**config.mk**
```make
export PLATFORM = sky130hd
export DESIGN_NAME = seg_xlate_gate
export DESIGN_NICKNAME = d
export VERILOG_FILES = /design/src/rtl/segx_pkg.sv /design/src/rtl/segx_perm.sv /design/src/rtl/segx_bounds.sv /design/src/rtl/segx_route.sv /design/src/rtl/seg_xlate_gate.sv
export SDC_FILE = /design/constraint.sdc
export NUM_CORES = 1
export LEC_CHECK = 0
export ABC_AREA = 0
export BUFFER_PORTS_ARGS = -buffer_cell sky130_fd_sc_hd__buf_2
export CAP_MARGIN = 15
export CORE_MARGIN = 2
export CORE_UTILIZATION = 55
export DETAILED_ROUTE_END_ITERATION = 8
export PLACE_DENSITY = 0.88
export SLEW_MARGIN = 15
export SYNTH_ARGS = -nofsm -noshare
export SYNTH_HDL_FRONTEND = slang
export SYNTH_SLANG_ARGS = --single-unit
```
**constraint.sdc**
```tcl
create_clock -name clk -period 7.2 [get_ports clk]
set_input_delay 1.44 -clock clk [delete_from_list [all_inputs] [get_ports clk]]
set_output_delay 1.44 -clock clk [all_outputs]
set_load 0.05 [all_outputs]
```
**src/rtl/segx_pkg.sv**
```systemverilog
// Package: shared codes for the segment protection and translation selector.
// Assumes two-bit fault and access-kind fields at the block's ports.
package segx_pkg;
    typedef enum logic [1:0] {
        FLT_NONE = 2'b00,
        FLT_PROT = 2'b01,
        FLT_MISS = 2'b10
    } segx_fault_e;

    localparam logic [1:0] KIND_READ  = 2'b00;
    localparam logic [1:0] KIND_WRITE = 2'b01;
endpackage

```
**src/rtl/segx_perm.sv**
```systemverilog
// Module: segx_perm
// Decides whether the access kind is permitted by the segment's read and
// write attributes. Execute accesses (kind 1x) are not checked here.
// Assumes the caller gates the result with the segment-check enable.
module segx_perm
    import segx_pkg::*;
(
    input  logic [1:0] kind,
    input  logic       rd_ok,
    input  logic       wr_ok,
    output logic       perm_fault
);
    // Purpose: flag writes to read-only and reads of unreadable segments.
    always_comb begin
        perm_fault = 1'b0;
        if (kind == KIND_WRITE && !wr_ok) perm_fault = 1'b1;
        if (kind == KIND_READ  && !rd_ok) perm_fault = 1'b1;
    end
endmodule

```
**src/rtl/segx_bounds.sv**
```systemverilog
// Module: segx_bounds
// Checks an access span [addr, addr+size) against segment base and limit.
// Three cases: limit below base (wrapped region), ordinary, grow-down.
// Sums are formed one bit wider than the address so they never wrap.
module segx_bounds #(
    parameter int AW  = 32,
    parameter int SZW = 4
) (
    input  logic [AW-1:0]  addr,
    input  logic [SZW-1:0] size,
    input  logic [AW-1:0]  base,
    input  logic [AW-1:0]  limit,
    input  logic           grow_down,
    output logic           bound_fault
);
    localparam int EW = AW + 1;

    logic [EW-1:0] addr_x, base_x, limit_x, end_x, limit_p1;
    logic          wrapped;

    // Purpose: widen operands and form the end of the access span.
    always_comb begin
        addr_x   = {1'b0, addr};
        base_x   = {1'b0, base};
        limit_x  = {1'b0, limit};
        end_x    = addr_x + {{(EW-SZW){1'b0}}, size};
        limit_p1 = limit_x + {{(EW-1){1'b0}}, 1'b1};
        wrapped  = (limit < base);
    end

    // Purpose: select the bounds rule for the segment kind.
    always_comb begin
        if (grow_down) begin
            bound_fault = (addr_x <= limit_x) && (end_x >= base_x);
        end else if (wrapped) begin
            bound_fault = (limit_x < end_x) && (addr_x < base_x);
        end else begin
            bound_fault = (addr_x < base_x) || (end_x > limit_p1);
        end
    end
endmodule

```
**src/rtl/segx_route.sv**
```systemverilog
// Module: segx_route
// Chooses the physical address source (identity or TLB merge) and the
// final fault code. Protection faults take priority over TLB misses.
// Assumes tlb_pg_lg2 < AW.
module segx_route
    import segx_pkg::*;
#(
    parameter int AW  = 32,
    parameter int LGW = 5
) (
    input  logic           seg_fault,
    input  logic           prot_en,
    input  logic           paging_en,
    input  logic [AW-1:0]  addr,
    input  logic           tlb_hit,
    input  logic [AW-1:0]  tlb_pbase,
    input  logic [LGW-1:0] tlb_pg_lg2,
    output segx_fault_e    fault,
    output logic [AW-1:0]  info
);
    logic [AW-1:0] off_mask;

    // One comparator per address bit builds the page-offset mask.
    for (genvar i = 0; i < AW; i++) begin : g_mask
        assign off_mask[i] = (i < int'(tlb_pg_lg2));
    end

    // Purpose: pick the fault code and the word that goes with it.
    always_comb begin
        if (seg_fault) begin
            fault = FLT_PROT;
            info  = '0;
        end else if (!prot_en || !paging_en) begin
            fault = FLT_NONE;
            info  = addr;
        end else if (!tlb_hit) begin
            fault = FLT_MISS;
            info  = addr;
        end else begin
            fault = FLT_NONE;
            info  = tlb_pbase | (addr & off_mask);
        end
    end
endmodule

```
**src/rtl/seg_xlate_gate.sv**
```systemverilog
// Module: seg_xlate_gate (top)
// Segment permission and bounds check followed by translation selection,
// with a registered one-cycle response. Segment checks are enabled in
// protected mode unless 64-bit code is running.
module seg_xlate_gate
    import segx_pkg::*;
#(
    parameter int AW  = 32,
    parameter int SZW = 4,
    parameter int LGW = 5
) (
    input  logic           clk,
    input  logic           rst_n,
    input  logic           req_valid,
    input  logic [AW-1:0]  req_addr,
    input  logic [SZW-1:0] req_size,
    input  logic [1:0]     req_kind,
    input  logic           seg_rd_ok,
    input  logic           seg_wr_ok,
    input  logic           seg_grow_down,
    input  logic [AW-1:0]  seg_base,
    input  logic [AW-1:0]  seg_limit,
    input  logic           prot_en,
    input  logic           paging_en,
    input  logic           long_active,
    input  logic           cs_long,
    input  logic           tlb_hit,
    input  logic [AW-1:0]  tlb_pbase,
    input  logic [LGW-1:0] tlb_pg_lg2,
    output logic           rsp_valid,
    output logic [1:0]     rsp_fault,
    output logic [AW-1:0]  rsp_info
);
    logic          perm_fault, bound_fault, seg_check_en, seg_fault;
    segx_fault_e   nxt_fault;
    logic [AW-1:0] nxt_info;

    segx_perm u_perm (
        .kind       (req_kind),
        .rd_ok      (seg_rd_ok),
        .wr_ok      (seg_wr_ok),
        .perm_fault (perm_fault)
    );

    segx_bounds #(.AW(AW), .SZW(SZW)) u_bounds (
        .addr        (req_addr),
        .size        (req_size),
        .base        (seg_base),
        .limit       (seg_limit),
        .grow_down   (seg_grow_down),
        .bound_fault (bound_fault)
    );

    // Purpose: enable segment checks outside 64-bit code in protected mode.
    always_comb begin
        seg_check_en = prot_en && !(long_active && cs_long);
        seg_fault    = seg_check_en && (perm_fault || bound_fault);
    end

    segx_route #(.AW(AW), .LGW(LGW)) u_route (
        .seg_fault  (seg_fault),
        .prot_en    (prot_en),
        .paging_en  (paging_en),
        .addr       (req_addr),
        .tlb_hit    (tlb_hit),
        .tlb_pbase  (tlb_pbase),
        .tlb_pg_lg2 (tlb_pg_lg2),
        .fault      (nxt_fault),
        .info       (nxt_info)
    );

    // Purpose: register the response; payload loads only with a request.
    always_ff @(posedge clk) begin
        if (!rst_n) begin
            rsp_valid <= 1'b0;
            rsp_fault <= FLT_NONE;
            rsp_info  <= '0;
        end else begin
            rsp_valid <= req_valid;
            if (req_valid) begin
                rsp_fault <= nxt_fault;
                rsp_info  <= nxt_info;
            end
        end
    end
endmodule

```
-- After elaboration in Yosys (flattened, before gate mapping)
Index checks and enable logic that the tools add are counted.
- flip-flop bits (word level): 35
- word-level logic and storage cells: 71
- output and inout bits: 35
- bitwise logic cells: 2
- equality and inequality tests: 1
- add/sub/neg operators: 2
- reductions and logical operators: 16
- order comparisons: 37
- mux-type cells: 10
- operator list (operator ; number):
    $mux W32 ; 3
    $lt A5 B5 Y1 const A ; 15
    $lt A32 B32 Y1 ; 2
    $lt A4 B5 Y1 const A ; 8
    $add A32 B1 Y33 const B ; 1
    $add A32 B4 Y33 ; 1
    $ge A33 B32 Y1 ; 1
    $gt A33 B33 Y1 ; 1
    $lt A32 B33 Y1 ; 1
    $and A32 B31 Y32 ; 1
    $le A32 B32 Y1 ; 1
    $or A32 B32 Y32 ; 1
    $lt A3 B5 Y1 const A ; 4
    $lt A1 B5 Y1 const A ; 2
    $lt A2 B5 Y1 const A ; 2
    $logic_and A1 B1 Y1 ; 7
    $mux W2 ; 3
    $logic_not A1 Y1 ; 5
    $mux W1 ; 4
    $logic_or A1 B1 Y1 ; 3
    $eq A2 B1 Y1 const B ; 1
    $logic_not A2 Y1 ; 1

-- Logic depth before layout (Yosys ltp)
- depth after elaboration: 8
- gate-level depth with buffers: 20
- gate-level depth less buffers: 19

-- By module
Synthesis repeated with hierarchy kept, for this count alone.
- cell total of the unflattened synthesis: 1007
- area, all modules: 7926.4 sq um
- by module, submodules not included (module ; instances ; cells each ; area each (sq um)):
    segx_bounds ; 1 ; 756 ; 5769.3
    seg_xlate_gate ; 1 ; 113 ; 1356.3
    segx_route ; 1 ; 136 ; 782.0
    segx_perm ; 1 ; 2 ; 18.8

-- Worst setup path after synthesis
Ideal clock, no wire load.
- path kind: in2reg
- start: input req_addr[0]
- end: register rsp_info[0]
- arrival: 4.968 ns
- setup slack: 2.111 ns
- buffers on the path: 1
- stages: 18
- cell sequence: ha_1 > fa_1 > a21o_1 > a21oi_2 > nor2_1 > and3_1 > and3_1 > xor2_1 > ha_1 > nand2_1 > nor4_1 > nand3_1 > o21ai_0 > a21oi_1 > a2bb2oi_1 > o311ai_4 > buf_6 > o21ai_2
- cells in the longest elaborated chain, start to end: 8
- elaborated cells between the ends (all ways): 18
- those cells by class: add/sub (1); order compare (5); mux (5); bitwise (2); reduce/logical (5)
- ends and longest elaborated chain (item ; RTL line ; source):
    from (decl) ; seg_xlate_gate.sv:15 ; input logic [AW-1:0] req_addr,
    $add A32 B4 Y33 ; segx_bounds.sv:26 ; end_x = addr_x + {{(EW-SZW){1'b0}}, size};
    $gt A33 B33 Y1 / $lt A32 B33 Y1 (equally long branches) ; segx_bounds.sv:38, segx_bounds.sv:36 ;
    $logic_or A1 B1 Y1 / $logic_and A1 B1 Y1 (equally long branches) ; segx_bounds.sv:38, segx_bounds.sv:36 ;
    $mux W1 ; segx_bounds.sv:35 ; end else if (wrapped) begin
    $mux W1 ; segx_bounds.sv:33 ; if (grow_down) begin
    $logic_or A1 B1 Y1 ; seg_xlate_gate.sv:57 ; seg_fault = seg_check_en && (perm_fault || bound_fault);
    $logic_and A1 B1 Y1 ; seg_xlate_gate.sv:57 ;
    $mux W32 (*) ; segx_route.sv:30 ; if (seg_fault) begin
    to (signal assigned) ; seg_xlate_gate.sv:82 ; rsp_info <= nxt_info;
    to (decl) ; seg_xlate_gate.sv:32 ; output logic [AW-1:0] rsp_info
Every way passes the cells marked *; elsewhere a longest branch is shown, timed or not.
A chain may end at the register's enable or synchronous reset.

-- Worst setup path in the final report
- start: input req_addr[1]
- end: register rsp_info[14]
- cells in the longest elaborated chain, start to end: 8
- elaborated cells between the ends (all ways): 14
- those cells by class: add/sub (1); order compare (5); mux (3); reduce/logical (5)
- ends and longest elaborated chain (item ; RTL line):
    $add A32 B4 Y33 ; segx_bounds.sv:26
    $gt A33 B33 Y1 / $lt A32 B33 Y1 (equally long branches) ; segx_bounds.sv:38, segx_bounds.sv:36
    $logic_or A1 B1 Y1 / $logic_and A1 B1 Y1 (equally long branches) ; segx_bounds.sv:38, segx_bounds.sv:36
    $mux W1 ; segx_bounds.sv:35
    $mux W1 (*) ; segx_bounds.sv:33
    $logic_or A1 B1 Y1 (*) ; seg_xlate_gate.sv:57
    $logic_and A1 B1 Y1 (*) ; seg_xlate_gate.sv:57
    $mux W32 (*) ; segx_route.sv:30
Marks and branches as above.

==> impl_metrics.csv <==
group,metric,value,unit
timing,max_freq,170,MHz
logic_synthesis,synth_top_area_share,31.6,%
cells_and_area,final_nets,1545,
logic_synthesis,synth-seq-cells,35,
timing,fin_tns_setup,0,ps
die,fp.dieArea,15100,µm²
cells_and_area,drive_above_1_share,20.0,%
timing,period_needed,5880,ps
route,drt-vias-per-instance,6.16,
route,routedWlPerCell,18.6,µm
route,firstDrtPassIters,6,
place,place_hpwl,21100,µm
critical_path,cpPeakStageDelay,690,ps
global_routing,grt_pass1_vias,8022,
timing,slew_violations,0,
global_routing,grt_pass1_wl,40100,µm
logic_synthesis,syn_area,7750,µm²
die,die_w,123,µm
critical_path,cp_max_fo,17,
logic_synthesis,synth_edf_count,0,
pwr,p_switching,0.000460,W
global_routing,antenna_found_initial,0,
pwr,vdd_drop_max,0.0000852,V
pwr,power_density,114,nW/µm²
logic_synthesis,synthFlopType,"dfxtp_1",
clock_network,root_buffer,"clkbuf_16",
critical_path,required,7360,ps
logic_synthesis,synth.distinct_cells,62,
critical_path,critical_path.slowest_cell,"a21oi_1",
route,num_vias,8488,
clock_network,clockBufferDepth,2,
route,drcViolationCount,0,
clock_network,postCtsSetupRepairBufs,0,
pwr,switching_share,44.7,%
cells_and_area,fin_util,65.0,%
pwr,pwr-share-seq,21.8,%
timing,finalHoldViolations,0,
global_routing,grt_util_all_layers,33.6,%
timing,fin_crit_sh,81.7,%
pwr,p_comb_share,56.1,%
pwr,leakagePower,4.63,nW
clock_network,clkSinkCount,35,
critical_path,critPathCaptureType,"register",
logic_synthesis,ys_top_cells_by_area,"ha_1 (32%), dfxtp_1 (9.0%), nand2_1 (5.9%)",
logic_synthesis,yosysMostFrequentCell,"ha_1",
pwr,p_int,0.000569,W
die,core_area,13800,µm²
cells_and_area,num_antenna_cells,0,
route,drt-total-wl,25600,µm
cells_and_area,final_cell_area,8990,µm²
place,post_dp_cell_area,8830,µm²
logic_synthesis,synth_cells,1024,
die,ios,185,
logic_synthesis,synth_common_cells,"ha_1 (196), nand2_1 (121), inv_1 (105), a21oi_1 (71), o21ai_0 (49)",
timing,worst_pin_slew,938,ps
timing,report.final.setup_viol,0,
clock_network,h-tree-depth,2,
critical_path,critical_path_class,"in -> reg",
logic_synthesis,ys.warnings.count,0,
critical_path,path_cells,"buf_2 -> ha_1 -> a21o_1 -> a21o_1 -> a21oi_1 -> nor4b_1 -> nor2b_1 -> nand3_1 -> xnor2_1 -> ha_1 -> nand4_1 -> nor3_1 -> nand3_1 -> o21ai_0 -> a21oi_1 -> a2bb2oi_1 -> o311ai_4 -> buf_4 -> o21ai_1",
die,row_count,43,
cells_and_area,nFillCells,1234,
pwr,power_frac_clock,22.1,%
timing,hold_ws,487,ps
critical_path,critPathArrivalTime,6040,ps
status,status,"completed",
job,cap_violations,0,
clock_network,cts_tree,"done",
place,place.gp.congestion,0.956,
clock_network,cts_hold_buf,0,
clock_network,numCtsBuffers,5,
route,postRouteAntennaNets,0,
place,io_buffers,184,
timing,rsz0062_at_grt,"no",
route,first_iter_violations,764,
logic_synthesis,syn_avg_cell_area,7.57,µm²
clock_network,clk_pin_slew,50,ps
clock_network,cts_resized,0,
logic_synthesis,yosysSeqAreaShare,9.04,%
die,die_h,123,µm
timing,skew,0,ps
logic_synthesis,synth_nets,1371,
timing,slew_headroom,37.4,%
cells_and_area,syn_to_final_growth,16.0,%
clock_network,insertion_delay,280,ps
critical_path,start_kind,"input port",
global_routing,overflow,0,
global_routing,grt_max_degree,48,
worst_hold_path,holdCritPathClass,"reg -> reg",
logic_synthesis,ys_async_sr_fraction,0,%
die,initial_core_util,56.1,%
logic_synthesis,synth_top_cell_by_area,"ha_1",
==> layout by cell type (no fill, tap or decap), types with 7 or more instances in the layout <==
cell      instances
a211oi_1         10
a21o_1           23
a21oi_1          71
a22o_1           24
a22oi_1          30
and3_1           15
buf_2           184
dfxtp_1          35
ha_1            196
inv_1           105
nand2_1         121
nand3_1          37
nand4_1          37
nor2_1           39
nor3_1           14
nor4_1           10
o211ai_1          7
o21ai_0          49
o21ai_2          24
xnor2_1          47
xor2_1           16
==> routing by layer <==
layer	part of all wire (%)	GRT usage [%]
met5	0	0
met4	2.9	11.9
met3	8.8	2.28
met2	46	58.3
met1	42	43.9
==> power groups by stage <==
stage / Combinational (W) / Sequential, W / Clock [W]
after floorplan: 0.000318 / 0.000291 / 0
after global placement: 0.000554 / 0.000227 / 0
after detailed placement: 0.000566 / 0.000228 / 0
after CTS: 0.000570 / 0.000224 / 0.000228
after global routing: 0.000640 / 0.000226 / 0.000234
final: 0.000578 / 0.000224 / 0.000227
==> cell type report <==
| type | instances | area [µm²] | area share [%] |
|---|---|---|---|
| clock buffers | 7 | 153 | 1.70 |
| clock inverters | 1 | 7.51 | 0.0835 |
| inverters | 107 | 402 | 4.47 |
| multi-input cells | 860 | 6550 | 72.8 |
| flip-flops and latches | 35 | 701 | 7.79 |
| well taps | 180 | 225 | 2.50 |
| repair buffers | 189 | 958 | 10.7 |
==> critical path: cells and delay by family <==
kind            cells  cell delay (ps)
fa+ha+maj           2              630
xor+xnor            1              110
buf+inv             2              560
simple gates        6             1140
compound gates      8             2140
==> through the flow <==
step	setup slack, ps	power (W)	cells
finish	1320	0.00103	1379
global route	1030	0.00110	1379
CTS	1440	0.00102	1379
detailed placement	1160	0.000794	1371
global placement	1230	0.000781	1371
floorplan	2110	0.000609	1024
==> registers in the layout (all words and copies together) (netlist names) <==
register and cells:
rsp_info 32, rsp_fault 2, rsp_valid 1
==> cell families (layout without fill, tap and decap cells) <==
logic type	after synthesis	after routing	synth area share, %
xor gates and xnor gates	63	63	7.12
adders and majority gates	197	197	31.9
and+or+nand+nor	307	307	19.4
AOI/OAI and AO/OA	293	293	26.0
buffers and inverters	129	304	6.54
DFF	35	35	9.04
==> worst paths after layout <==
kind	from	end	slack (ps)	cells after the start
max	req_addr[1]	rsp_info[14]	1320	19
min	rsp_info[21]	rsp_info[21]	490	2
max reg2reg	rsp_info[18]	rsp_info[18]	6170	3
min reg2reg	rsp_info[21]	rsp_info[21]	490	2
Note: power is estimated with default switching activity, not from simulation.
